## src/rtl/twisted_ring_counter.sv

```systemverilog
module twisted_ring_counter #(
  parameter int N = 4,
  localparam int S = 2 * N
) (
  input  logic         clk,
  input  logic         rst,
  input  logic         en,
  input  logic         tload,
  input  logic [N-1:0] tload_val,
  output logic [N-1:0] state,
  output logic [S-1:0] dec,
  output logic         illegal
);

  logic [N-2:0] edges;

  assign edges   = state[N-1:1] ^ state[N-2:0];
  assign illegal = (edges & (edges - 1'b1)) != '0;

  always_ff @(posedge clk) begin
    if (rst)          state <= '0;
    else if (tload)   state <= tload_val;
    else if (illegal) state <= '0;
    else if (en)      state <= {state[N-2:0], ~state[N-1]};
  end

  assign dec[0] = ~state[N-1] & ~state[0];
  assign dec[N] =  state[N-1] &  state[0];

  for (genvar k = 1; k < N; k++) begin : g_dec
    assign dec[k]     =  state[k-1] & ~state[k];
    assign dec[N + k] = ~state[k-1] &  state[k];
  end

endmodule

```

## config.mk

```make
export PLATFORM = sky130hd
export DESIGN_NAME = twisted_ring_counter
export DESIGN_NICKNAME = d
export VERILOG_FILES = /design/src/rtl/twisted_ring_counter.sv
export SDC_FILE = /design/constraint.sdc
export NUM_CORES = 1
export LEC_CHECK = 0
export CORE_AREA = 4 4 41 43
export DETAILED_ROUTE_END_ITERATION = 10
export DIE_AREA = 0 0 45 47
export SLEW_MARGIN = 15
export SYNTH_ARGS = -nofsm -noshare
export SYNTH_HDL_FRONTEND = slang
export SYNTH_SLANG_ARGS = --single-unit
```

## constraint.sdc

```tcl
create_clock -name clk -period 4.9 [get_ports clk]
set_input_delay 0.98 -clock clk [delete_from_list [all_inputs] [get_ports clk]]
set_output_delay 0.98 -clock clk [all_outputs]
set_load 0.05 [all_outputs]
```

==> metrics.cfg <==
[setup_path]
path_class=reg2out
cpMaxStageDelayCell=clkdlybuf4s50_1
worstPathCellList=inv_1, ha_1, maj3_2, inv_1, clkdlybuf4s50_1
rr_endpoint=state[3]
crit_start=state[2]
critPathTopFamily=buffers and inverters
crit_arrival_ns=2.26
r2r_cells=5
crit_fanout=6
max_stage_delay_ns=0.79
end_kind=output port
setup.worst_path.end=illegal
critPathRequiredTime_ns=3.92
r2r_slack_ns=3.14
crit_path_frequent_cell=inv_1
r2r-start=state[2]
crit_cells=5
startpoint_type=register
worst-path-buf-inv=3

[synth]
yosysSeqAreaShare_pct=25.3
synthArstFlopShare_pct=0
synth.avg_cell_area_um2=9.04
yosys.cell_types.count=15
netlist_area_um2=317
synthTopCellsByArea=dfxtp_1 (25%), ha_1 (24%), a221oi_1 (8.3%)
yosys_warnings=0
synth_top_cell_by_area=dfxtp_1
synth_top_area_share_pct=25.3
synth_common_cells=ha_1 (6), inv_1 (5), dfxtp_1 (4)
synth.most_common_cell=ha_1
synth_cells=35
syn_nets=49
synth_edf_count=0
ys_seq_elements=4
ys.flop_type=dfxtp_1

[layout]
syn2layout_area_growth_pct=74.7
nNetsFinal=73
largest_register=state
largest_registers=state (4)
n_antenna_cell=0
largest_reg_flops=4
drive_gt1_share_pct=8.77
seq_area_um2=80.1
fin_area_um2=553
multiInputGateArea_um2=213
n_fill_cell=139

[grt]
grtUsageTotal_pct=10.5
grt_use_met2_pct=13.3
grt_busiest_layer=met2
grt_util_met3_pct=7.28
grt_pass1_vias=329
grt_util_met1_pct=13.2
grt_overflow=0
grt_start_max_net_pins=10
antenna_found_initial=0
grt_first_pass_wirelength_mm=1.50

[pwr]
p_int_uw=103
clkPwrFrac_pct=21.3
p_seq_share_pct=21.8
ir_worst_vdd_v=0.000127
pwr_density_cell_mw_per_mm2=344
swShare_pct=45.7
cellLeakagePower_nw=0.226
combPwrFrac_pct=56.9
switchingPower_uw=86.9

[clock_tree]
clk-insertion-delay-late_ns=0.24
holdBufCountCts=0
cts_max_path_buffers=2
cts_tree=done
clockRootBuffer=clkbuf_4
clock_sinks=4
worst_setup_hold_path_clk_slew_ns=0.04
ctsResizeCount=0
cts_setup_buffers=0
h-tree-depth=1
numCtsBuffers=3

[floorplanning]
row_count=13
start_util_pct=24.3
die_h_um=47
die_w_um=45
die-area_mm2=0.00212
coreArea_mm2=0.00130
io_pins=21

[timing]
rsz0062_at_grt=no
layout_min_cycle_time_ns=3.24
tightest_slew_ns=0.516
finalSetupViolCount=0
fin_skew_ns=0.00479
hold_viol=0
holdWs_ns=0.585
relSlewSlack_pct=65.5
timing.final.crit_share_pct=66.1
finalSetupTns_ns=0
drv_slew=0
fmax_mhz=309

[detailed_routing]
drc=0
ant_nets=0
wl_per_cell_um=13.0
via_count=328
routed_wl_um=933
first_iter_violations=9
drt_first_pass_iters=3
viasPerCell=4.56

[run]
maxCapViolCount=0

[place]
placed_area_um2=531
portBuffers=20
hpwl_um=721
gp_congestion=0.819

[run_status]
status=complete, no violations

[hold_path]
hold_class=reg2reg

==> metrics by stage <==
stage	power (mW)	worst slack (ns)	std cells	util [%]
2_1_floorplan	0.116	2.12	35	-
4_1_cts	0.193	1.64	72	42.5
6_report	0.190	1.66	72	42.5
3_5_place_dp	0.150	1.90	69	40.8
3_3_place_gp	0.151	1.89	69	40.8
5_1_grt	0.202	1.52	72	42.5
==> cells by family (layout without fill, tap and decap cells) <==
logic type	after synthesis	count (layout)	share of synthesized area (%)
compound gates	6	6	14.6
simple gates	12	12	25.3
flops	4	4	25.3
buf+inv	6	28	7.51
fa+ha+maj	7	7	27.3
==> power by group through the flow <==
| stage | clock network [mW] | logic, mW | registers (mW) |
|---|---|---|---|
| 5_1_grt | 0.0441 | 0.116 | 0.0424 |
| 4_1_cts | 0.0422 | 0.109 | 0.0415 |
| 3_5_place_dp | 0 | 0.108 | 0.0420 |
| 2_1_floorplan | 0 | 0.0625 | 0.0532 |
| 6_report | 0.0406 | 0.108 | 0.0415 |
| 3_3_place_gp | 0 | 0.109 | 0.0420 |
==> tightest hold or removal path: cells and delay by family, from the launching register on <==
family                 cells  cell delay, ns
flip-flops                 1            0.34
buffers and inverters      1            0.10
AO/OA/AOI/OAI              1            0.08
==> worst min path at each step <==
stage	from	endpoint	slack, ns	depth (start not counted)
floorplan	state[0]	state[0]	0.77	2
global placement	state[1]	state[1]	0.57	2
detailed placement	state[2]	state[2]	0.59	2
CTS	state[1]	state[1]	0.59	2
global route	state[1]	state[1]	0.62	2
finish	state[2]	state[2]	0.58	2
==> cells in the final DEF (no fill, tap or decap), types with 2 or more instances in the layout <==
cell type and n:
a221oi_1 3, inv_1 5, nor2_1 2, nand2_1 3, nand3b_1 3, dfxtp_1 4
clkbuf_4 3, ha_1 6, nand2b_1 2, clkdlybuf4s50_1 20
==> layout make-up <==
type                    count  share of cell area [%]
clock buffers               3                    4.07
inverters                   5                    3.39
multi-input cells          25                    38.5
flip-flops and latches      4                    14.5
well taps                  15                    3.39
repair buffers             20                    36.2
==> per-layer routing <==
layer  up-vias  part of all wire, %  routed length, um
met5         -                    0                  0
li1        166                    -                  -
met4         0                 0.64                  6
met3         2                   14                129
met1       143                   47                436
met2        17                   39                360
Note: power is estimated with default switching activity, not from simulation.
